File: config.mk
export PLATFORM = sky130hd
export DESIGN_NAME = dpll_mode_ctrl
export DESIGN_NICKNAME = d
export VERILOG_FILES = /design/src/rtl/dpll_ctrl_pkg.sv /design/src/rtl/dpll_rr_search.sv /design/src/rtl/dpll_snap_store.sv /design/src/rtl/dpll_mode_fsm.sv /design/src/rtl/dpll_mode_ctrl.sv
export SDC_FILE = /design/constraint.sdc
export NUM_CORES = 1
export LEC_CHECK = 0
export BUFFER_PORTS_ARGS = -buffer_cell sky130_fd_sc_hd__buf_2
export CORE_MARGIN = 2
export CORE_UTILIZATION = 50
export CTS_BUF_LIST = sky130_fd_sc_hd__clkbuf_16
export DETAILED_ROUTE_END_ITERATION = 8
export GPL_ROUTABILITY_DRIVEN = 0
export PLACE_DENSITY = 0.76
export SYNTH_ARGS = -nofsm -noshare
export SYNTH_HDL_FRONTEND = slang
export SYNTH_SLANG_ARGS = --single-unit
File: constraint.sdc
create_clock -name clk -period 1.88 [get_ports clk]
set_clock_uncertainty 0.2 [all_clocks]
set_input_delay 0.188 -clock clk [delete_from_list [all_inputs] [get_ports clk]]
set_output_delay 0.188 -clock clk [all_outputs]
set_load 0.01 [all_outputs]
File: src/rtl/dpll_ctrl_pkg.sv
package dpll_ctrl_pkg;
   typedef enum logic [1:0] {
      ST_RESET    = 2'b00,
      ST_NORMAL   = 2'b01,
      ST_HOLDOVER = 2'b10,
      ST_FREERUN  = 2'b11
   } dpll_state_e;

   localparam logic [2:0] MODE_NORMAL = 3'b000;
   localparam logic [2:0] MODE_HOLD   = 3'b001;
   localparam logic [2:0] MODE_AUTO   = 3'b010;
   localparam logic [2:0] MODE_FREE   = 3'b011;
   // any code with bit 2 set is internal reset

   function automatic logic mode_is_reset(input logic [2:0] m);
      return m[2];
   endfunction
endpackage

File: src/rtl/dpll_rr_search.sv
// Circular search for the first valid reference, starting at the current one.
module dpll_rr_search #(
   parameter int NUM_REF = 4,
   localparam int REF_W  = $clog2(NUM_REF)
) (
   input  logic [REF_W-1:0]   cur_idx,
   input  logic [NUM_REF-1:0] valid,
   output logic [REF_W-1:0]   pick_idx,
   output logic               found
);
   logic [REF_W-1:0]   cand [NUM_REF];
   logic [NUM_REF-1:0] hit;

   for (genvar k = 0; k < NUM_REF; k++) begin : g_cand
      assign cand[k] = cur_idx + REF_W'(k);
      assign hit[k]  = valid[cand[k]];
   end

   always_comb begin
      pick_idx = cur_idx;
      found    = 1'b0;
      for (int k = NUM_REF - 1; k >= 0; k--) begin
         if (hit[k]) begin
            pick_idx = cand[k];
            found    = 1'b1;
         end
      end
   end
endmodule

File: src/rtl/dpll_snap_store.sv
// Two-deep snapshot chain of the loop frequency, shifted on a periodic tick.
module dpll_snap_store #(
   parameter int FREQ_W      = 24,
   parameter int SNAP_PERIOD = 4096,
   localparam int CNT_W      = (SNAP_PERIOD > 1) ? $clog2(SNAP_PERIOD) : 1
) (
   input  logic              clk,
   input  logic              rst_n,
   input  logic              clr,
   input  logic              track,
   input  logic [FREQ_W-1:0] freq_in,
   output logic [FREQ_W-1:0] snap_older
);
   localparam logic [CNT_W-1:0] LAST = CNT_W'(SNAP_PERIOD - 1);

   logic [CNT_W-1:0]  tmr_q;
   logic [FREQ_W-1:0] newer_q;
   logic [FREQ_W-1:0] older_q;
   logic              tick;

   assign tick = (tmr_q == LAST);

   always_ff @(posedge clk) begin
      if (!rst_n || clr) begin
         tmr_q   <= '0;
         newer_q <= '0;
         older_q <= '0;
      end else begin
         tmr_q <= tick ? '0 : tmr_q + 1'b1;
         if (tick && track) begin
            older_q <= newer_q;
            newer_q <= freq_in;
         end
      end
   end

   assign snap_older = older_q;
endmodule

File: src/rtl/dpll_mode_fsm.sv
// Effective-state and reference-selection registers.
module dpll_mode_fsm
   import dpll_ctrl_pkg::*;
#(
   parameter int NUM_REF = 4,
   localparam int REF_W  = $clog2(NUM_REF)
) (
   input  logic               clk,
   input  logic               rst_n,
   input  logic [2:0]         mode,
   input  logic [REF_W-1:0]   man_ref,
   input  logic [NUM_REF-1:0] ref_valid,
   output dpll_state_e        state,
   output logic [REF_W-1:0]   sel
);
   dpll_state_e      st_q, st_d;
   logic [REF_W-1:0] sel_q, sel_d;
   logic [REF_W-1:0] pick;
   logic             found;

   dpll_rr_search #(.NUM_REF(NUM_REF)) u_search (
      .cur_idx (sel_q),
      .valid   (ref_valid),
      .pick_idx(pick),
      .found   (found)
   );

   always_comb begin
      st_d  = st_q;
      sel_d = sel_q;
      if (mode_is_reset(mode)) begin
         st_d  = ST_RESET;
         sel_d = '0;
      end else begin
         case (mode)
            MODE_NORMAL: begin
               st_d  = ST_NORMAL;
               sel_d = man_ref;
            end
            MODE_HOLD: st_d = ST_HOLDOVER;
            MODE_AUTO: begin
               st_d  = found ? ST_NORMAL : ST_HOLDOVER;
               sel_d = pick;
            end
            default:   st_d = ST_FREERUN;
         endcase
      end
   end

   always_ff @(posedge clk) begin
      if (!rst_n) begin
         st_q  <= ST_RESET;
         sel_q <= '0;
      end else begin
         st_q  <= st_d;
         sel_q <= sel_d;
      end
   end

   assign state = st_q;
   assign sel   = sel_q;
endmodule

File: src/rtl/dpll_mode_ctrl.sv
module dpll_mode_ctrl
   import dpll_ctrl_pkg::*;
#(
   parameter int                 NUM_REF     = 4,
   parameter int                 FREQ_W      = 24,
   parameter int                 SNAP_PERIOD = 4096,
   parameter logic [FREQ_W-1:0]  NOMINAL     = FREQ_W'(1) << (FREQ_W - 1),
   localparam int                REF_W       = $clog2(NUM_REF)
) (
   input  logic               clk,
   input  logic               rst_n,
   input  logic [2:0]         mode_sel,
   input  logic [2:0]         pref_sel,
   input  logic [REF_W-1:0]   man_ref,
   input  logic [NUM_REF-1:0] ref_valid,
   input  logic [FREQ_W-1:0]  loop_freq,
   output logic [REF_W-1:0]   sel_ref,
   output logic [1:0]         eff_state,
   output logic [FREQ_W-1:0]  out_freq
);
   if (NUM_REF < 2 || (1 << REF_W) != NUM_REF) begin : g_bad_nref
      $error("NUM_REF must be a power of two, at least 2");
   end
   if (FREQ_W < 2) begin : g_bad_fw
      $error("FREQ_W must be at least 2");
   end
   if (SNAP_PERIOD < 2) begin : g_bad_period
      $error("SNAP_PERIOD must be at least 2");
   end

   // only the equal-priority policy exists; the field is accepted and ignored
   logic pref_unused;
   assign pref_unused = ^pref_sel;

   dpll_state_e       state;
   logic [FREQ_W-1:0] snap_older;

   dpll_mode_fsm #(.NUM_REF(NUM_REF)) u_fsm (
      .clk      (clk),
      .rst_n    (rst_n),
      .mode     (mode_sel),
      .man_ref  (man_ref),
      .ref_valid(ref_valid),
      .state    (state),
      .sel      (sel_ref)
   );

   dpll_snap_store #(.FREQ_W(FREQ_W), .SNAP_PERIOD(SNAP_PERIOD)) u_snap (
      .clk       (clk),
      .rst_n     (rst_n),
      .clr       (mode_is_reset(mode_sel)),
      .track     (state == ST_NORMAL),
      .freq_in   (loop_freq),
      .snap_older(snap_older)
   );

   always_comb begin
      case (state)
         ST_NORMAL:   out_freq = loop_freq;
         ST_HOLDOVER: out_freq = snap_older;
         default:     out_freq = NOMINAL;
      endcase
   end

   assign eff_state = state;
endmodule

==> flow_summary.ini, run 1 <==
[synth]
synth_area_per_cell_um2 = 7.72
synthTopCellsByArea = dfxtp_1, nand2_1, a21oi_1, a22oi_1, nor2_1
yosysUniqueCellTypes = 37
synthAdderAreaFrac = 0.0132
synthCells = 368
ys_warn_count = 0
synthTopCellsByCount = nand2_1, dfxtp_1, a21oi_1
syn_nets = 409
async_reset_ff_frac = 0
synth_compound_area_frac = 0.183
synth_xor_area_frac = 0.0308
synth_edf_count = 0
yosysTopAreaCell = dfxtp_1
ys_seq_elements = 64
synth_top_family_by_area = simple AND/OR/NAND/NOR gates
yosys_most_used_dff = dfxtp_1
synthMuxAreaShare = 0.0150
synthSimpleGateAreaFrac = 0.251
synth-seq-area-share = 0.451
syn-cell-area_um2 = 2840
synth.top_cell.area_share = 0.451
yosysMostFrequentCell = nand2_1

[global_route]
grt_overflow = 0
grt_max_degree = 43
antenna_found_initial = 0
first_global_vias = 2553
grt_usage = 0.228
grt_pass1_wl_um = 11300

[sta]
rsz0062_at_grt = yes
tightestPinTransition_ps = 440
setup_viol = 6
period_share = 1.02
finalCriticalPeriod_ps = 1920
setup_ws_ps = -35.4
slew_headroom = 0.706
hold_viol_final = 0
report.final.slew_viol_count = 0
fmax_mhz = 522
setup_total_negative_slack_ps = -70.7

[placement]
place_inst = 491
place_hpwl_um = 4230
port_buffers = 62

[finish]
drive_above_1_share = 0.270
syn_to_final_growth_pct = 42.2
fin_util = 0.734
layout.cells.non_filler = 542
final_nets = 507
diodes = 0

[setup_path]
end_kind = output pin
crit_type = register to output pin
arrival_ps = 1530
path_max_fanout = 8
cp.required_ps = 1490
start_kind = register

[floorplan]
die_x_um = 79.4
core_area_um2 = 5510
start_util = 0.516
rows = 27
ios = 66
dieHeight_um = 79.4
dieArea_um2 = 6300

[drt]
first_pass_iters = 5
top_layer_used = met4
routed-via-count = 2936
wl_um = 7430
drtIter0Drc = 210
wl_met1_um = 3120
vias_per_cell = 5.42
wl_met3_um = 408
wl_met2_um = 3780
wire_per_inst_um = 13.7
drc_errors = 0
detail-route-antenna-nets = 0

[clock_network]
cts.clk_slew.worst_paths_ps = 50
root_buffer = clkbuf_16
clockBufferDepth = 2
cts_tree = built
htree_levels = 3
cts.sinks = 64
worst_skew_pair.late_latency_ps = 330
cts-buffers-inserted = 9

[pwr]
peakVddDrop_uv = 596
pwr_density_cell_nw_per_um2 = 773
p_leak_uw = 0.00152

[min_path]
hold_path.class = primary input to register

[outcome]
violations = setup timing
status = finished with violations

[flow_run]
cap_violations = 0
repair_timing:
action | 4_1_cts | 5_1_grt
pin swaps | 2 | 17
resized for setup | 12 | 17
setup buffers | 2 | 3
setup endpoints to repair | 24 | 50
hold buffers | 30 | 0
cloned | 0 | 2
endpoints found under the hold margin | 28 | 0
cell families after synthesis:
logic type,count (synthesis)
buffers and inverters,33
multiplexers,3
AND/OR/NAND/NOR,170
XOR/XNOR,10
adder cells (fa/ha/maj),3
flip-flops,64
AO/OA/AOI/OAI,85
cell type report:
type	instances	area [um^2]
multi-input combinational	271	1510
fill	395	1470
sequential	64	1290
timing repair buffer	114	877
clock buffer	9	225
tap	72	90.1
clock inverter	6	27.5
inverter	6	22.5
placed cells by master (no fill, tap or decap), types with 2 or more instances in the layout:
cell and n:
and3_1 4, clkinv_2 4, buf_4 14, nor3_1 4
dfxtp_1 61, a32oi_1 2, mux2i_1 2, o22ai_1 2
clkbuf_16 11, xnor2_1 2, ha_4 2, a22oi_2 16
nor2_1 40, or3_1 2, a21oi_1 51, inv_2 2
nand2b_1 2, buf_2 62, a22oi_1 8, or2_2 3
buf_12 5, xor2_1 8, nand4_1 2, inv_1 4
dlygate4sd3_1 30, dfxtp_4 2, nand2_1 101, nand3_1 6
clkinv_1 2
layer usage:
metal | vias up | track usage
met5 | - | 0
met4 | 0 | 0.0828
met3 | 15 | 0.0758
met2 | 98 | 0.381
met1 | 1387 | 0.272
li1 | 1436 | -
registers in the layout, summed over array words and instances (netlist names):
name / count
u_fsm.state: 2
u_snap.snap_older: 24
u_snap.tmr_q: 12
u_snap.newer_q: 24
u_fsm.sel: 2
per-stage QoR:
stage,total power (uW),cell area (um^2),setup slack (ps),hold slack (ps)
after floorplan,1500,2840,115,128
after global placement,1620,3290,104,238
after detailed placement,1620,3290,61.6,243
after CTS,3100,3900,1.87,0.399
after global routing,3220,4040,-94.3,40.1
final,3120,4040,-35.4,12.3
worst max-delay path, stage by stage (launching register included):
cell and delay, ps:
dfxtp_4 370, inv_2 50, ha_4 210, clkbuf_16 180, a22oi_1 200, nor2_1 60
buf_2 130
path summary, 6_finish.rpt:
kind	slack, ps	depth (start not counted)	startpoint	to
hold reg to reg	250	2	u_snap.newer_q[19]	u_snap.newer_q[19]
setup reg to reg	100	6	u_snap.tmr_q[6]	u_snap.newer_q[8]
setup / recovery	-40	6	u_fsm.state[0]	out_freq[15]
hold / removal	10	3	rst_n	u_fsm.sel[0]
power breakdown:
| part | switching (uW) | internal [uW] |
|---|---|---|
| Combinational | 157 | 164 |
| Clock | 571 | 863 |
| Sequential | 7.72 | 1360 |
Power figures use the tool's default switching activity.
==> run 2, diff against run 1 <==
--- a/config.mk
+++ b/config.mk
@@ -7,11 +7,11 @@
 export LEC_CHECK = 0
 export BUFFER_PORTS_ARGS = -buffer_cell sky130_fd_sc_hd__buf_2
 export CORE_MARGIN = 2
-export CORE_UTILIZATION = 50
-export CTS_BUF_LIST = sky130_fd_sc_hd__clkbuf_16
+export CORE_UTILIZATION = 53
+export CTS_BUF_LIST = sky130_fd_sc_hd__clkbuf_8 sky130_fd_sc_hd__clkbuf_16
 export DETAILED_ROUTE_END_ITERATION = 8
 export GPL_ROUTABILITY_DRIVEN = 0
-export PLACE_DENSITY = 0.76
+export PLACE_DENSITY = 0.8
 export SYNTH_ARGS = -nofsm -noshare
 export SYNTH_HDL_FRONTEND = slang
 export SYNTH_SLANG_ARGS = --single-unit
==> flow_summary.ini, run 2 (synthesis gave the netlist of run 1 again) <==
[outcome]
status = finished with violations
violations = setup timing

[min_path]
hold_path.class = primary input to register

[setup_path]
path_max_fanout = 8
endpoint = out_freq[21]
r2r_end = u_snap.snap_older[4]
startpoint = u_fsm.state[0]
start_kind = register
r2r_start = u_snap.tmr_q[3]
ff2ff_path_depth = 6
end_kind = output pin
arrival_ps = 1530
cp.required_ps = 1490
crit_type = register to output pin
ff2ff_setup_slack_ps = 80

[global_route]
grt_max_degree = 49
grt_overflow = 0
first_global_vias = 2618
grt_usage = 0.240
antenna_found_initial = 0
grt_pass1_wl_um = 11600

[drt]
wire_per_inst_um = 14.3
drtIter0Drc = 179
wl_um = 7680
routed-via-count = 2919
vias_per_cell = 5.43
detail-route-antenna-nets = 0
drc_errors = 0
first_pass_iters = 4

[flow_run]
cap_violations = 0

[pwr]
total_power_uw = 2940
p_leak_uw = 0.00149
pwr_density_cell_nw_per_um2 = 734
peakVddDrop_uv = 480

[sta]
hold_viol_final = 0
setup_viol = 5
setup_total_negative_slack_ps = -78.4
tightestPinTransition_ps = 446
period_share = 1.02
slew_headroom = 0.702
fmax_mhz = 522
finalCriticalPeriod_ps = 1910
setup_ws_ps = -34.4
whs_ps = 52.1
report.final.slew_viol_count = 0
rsz0062_at_grt = yes

[clock_network]
cts_tree = built
cts-buffers-inserted = 9
htree_levels = 3
root_buffer = clkbuf_8
cts.clk_slew.worst_paths_ps = 60
clockBufferDepth = 2
worst_skew_pair.late_latency_ps = 330
cts.sinks = 64

[finish]
drive_above_1_share = 0.278
layout.cells.non_filler = 538
diodes = 0
final_nets = 504
syn_to_final_growth_pct = 41.1
layout_commonest_cell = nand2_1
final_cell_mix = nand2_1, buf_2, dfxtp_1
final_cell_area_um2 = 4010
fill_cells = 355

[placement]
place_inst = 487
port_buffers = 62
place_hpwl_um = 4250
place_area_um2 = 3220

[floorplan]
core_area_um2 = 5140
die_x_um = 77.2
rows = 26
ios = 66
dieArea_um2 = 5960
start_util = 0.553
dieHeight_um = 77.2
## run 2: cell types whose count changed in the layout (fill, tap and decap cells not counted), sizes merged
cell         previous run  this run
dlygate4sd3            30        32
inv                     6         9
bufinv                  0         2
clkinv                  6         1
buf                    82        77
clkbuf                 11        12
## run 2: layout make-up
type                    count  area [um^2]  share of cell area
multi-input cells         271         1530               0.383
flip-flops and latches     64         1290               0.322
repair buffers            111          858               0.214
clock buffers              10          138              0.0344
well taps                  70         87.6              0.0219
clock inverters             6         76.3              0.0191
inverters                   6         22.5             0.00562
## run 2: per-layer routing
layer / up-vias / share of wire / GRT usage / routed length [um]
li1: 1435 / - / - / -
met1: 1367 / 0.40 / 0.294 / 3080
met2: 97 / 0.52 / 0.391 / 3960
met3: 20 / 0.059 / 0.0659 / 451
met4: 0 / 0.025 / 0.113 / 193
met5: - / 0 / 0 / 0
## run 2: power by group
part	switching, uW	leakage (uW)	internal, uW
Combinational	159	0.000856	160
Clock	487	0.000120	766
Sequential	7.18	0.000519	1360
Total	653	0.00149	2290
## run 2: worst min path at each step
stage / slack (ps) / to / depth (start not counted) / from
CTS: 30 / u_fsm.state[1] / 4 / ref_valid[2]
finish: 50 / u_fsm.state[1] / 4 / ref_valid[2]
global route: 110 / u_fsm.state[1] / 4 / ref_valid[2]
floorplan: 130 / u_snap.newer_q[0] / 2 / loop_freq[0]
global placement: 240 / u_snap.snap_older[11] / 2 / u_snap.snap_older[11]
detailed placement: 240 / u_snap.newer_q[11] / 2 / u_snap.newer_q[11]
## run 2: critical path: stages (launching register included)
cell and delay, ps:
dfxtp_2 340, buf_12 120, ha_4 200, clkbuf_16 180, a22oi_2 170, nor2_1 50, buf_2 130
## run 2: per-stage QoR
| step | worst slack, ps | utilization |
|---|---|---|
| final | -34.4 | 0.779 |
| after global routing | -86.1 | 0.779 |
| after CTS | 2.41 | 0.748 |
| after detailed placement | 17.7 | 0.627 |
| after global placement | 98.5 | 0.627 |
| after floorplan | 115 | - |
## run 2: repair_timing
item	in CTS	in global routing
resized for setup	17	28
setup endpoints to repair	25	61
endpoints found under the hold margin	28	0
hold buffers	32	0
setup buffers	1	0
cloned	0	2
pin swaps	2	8
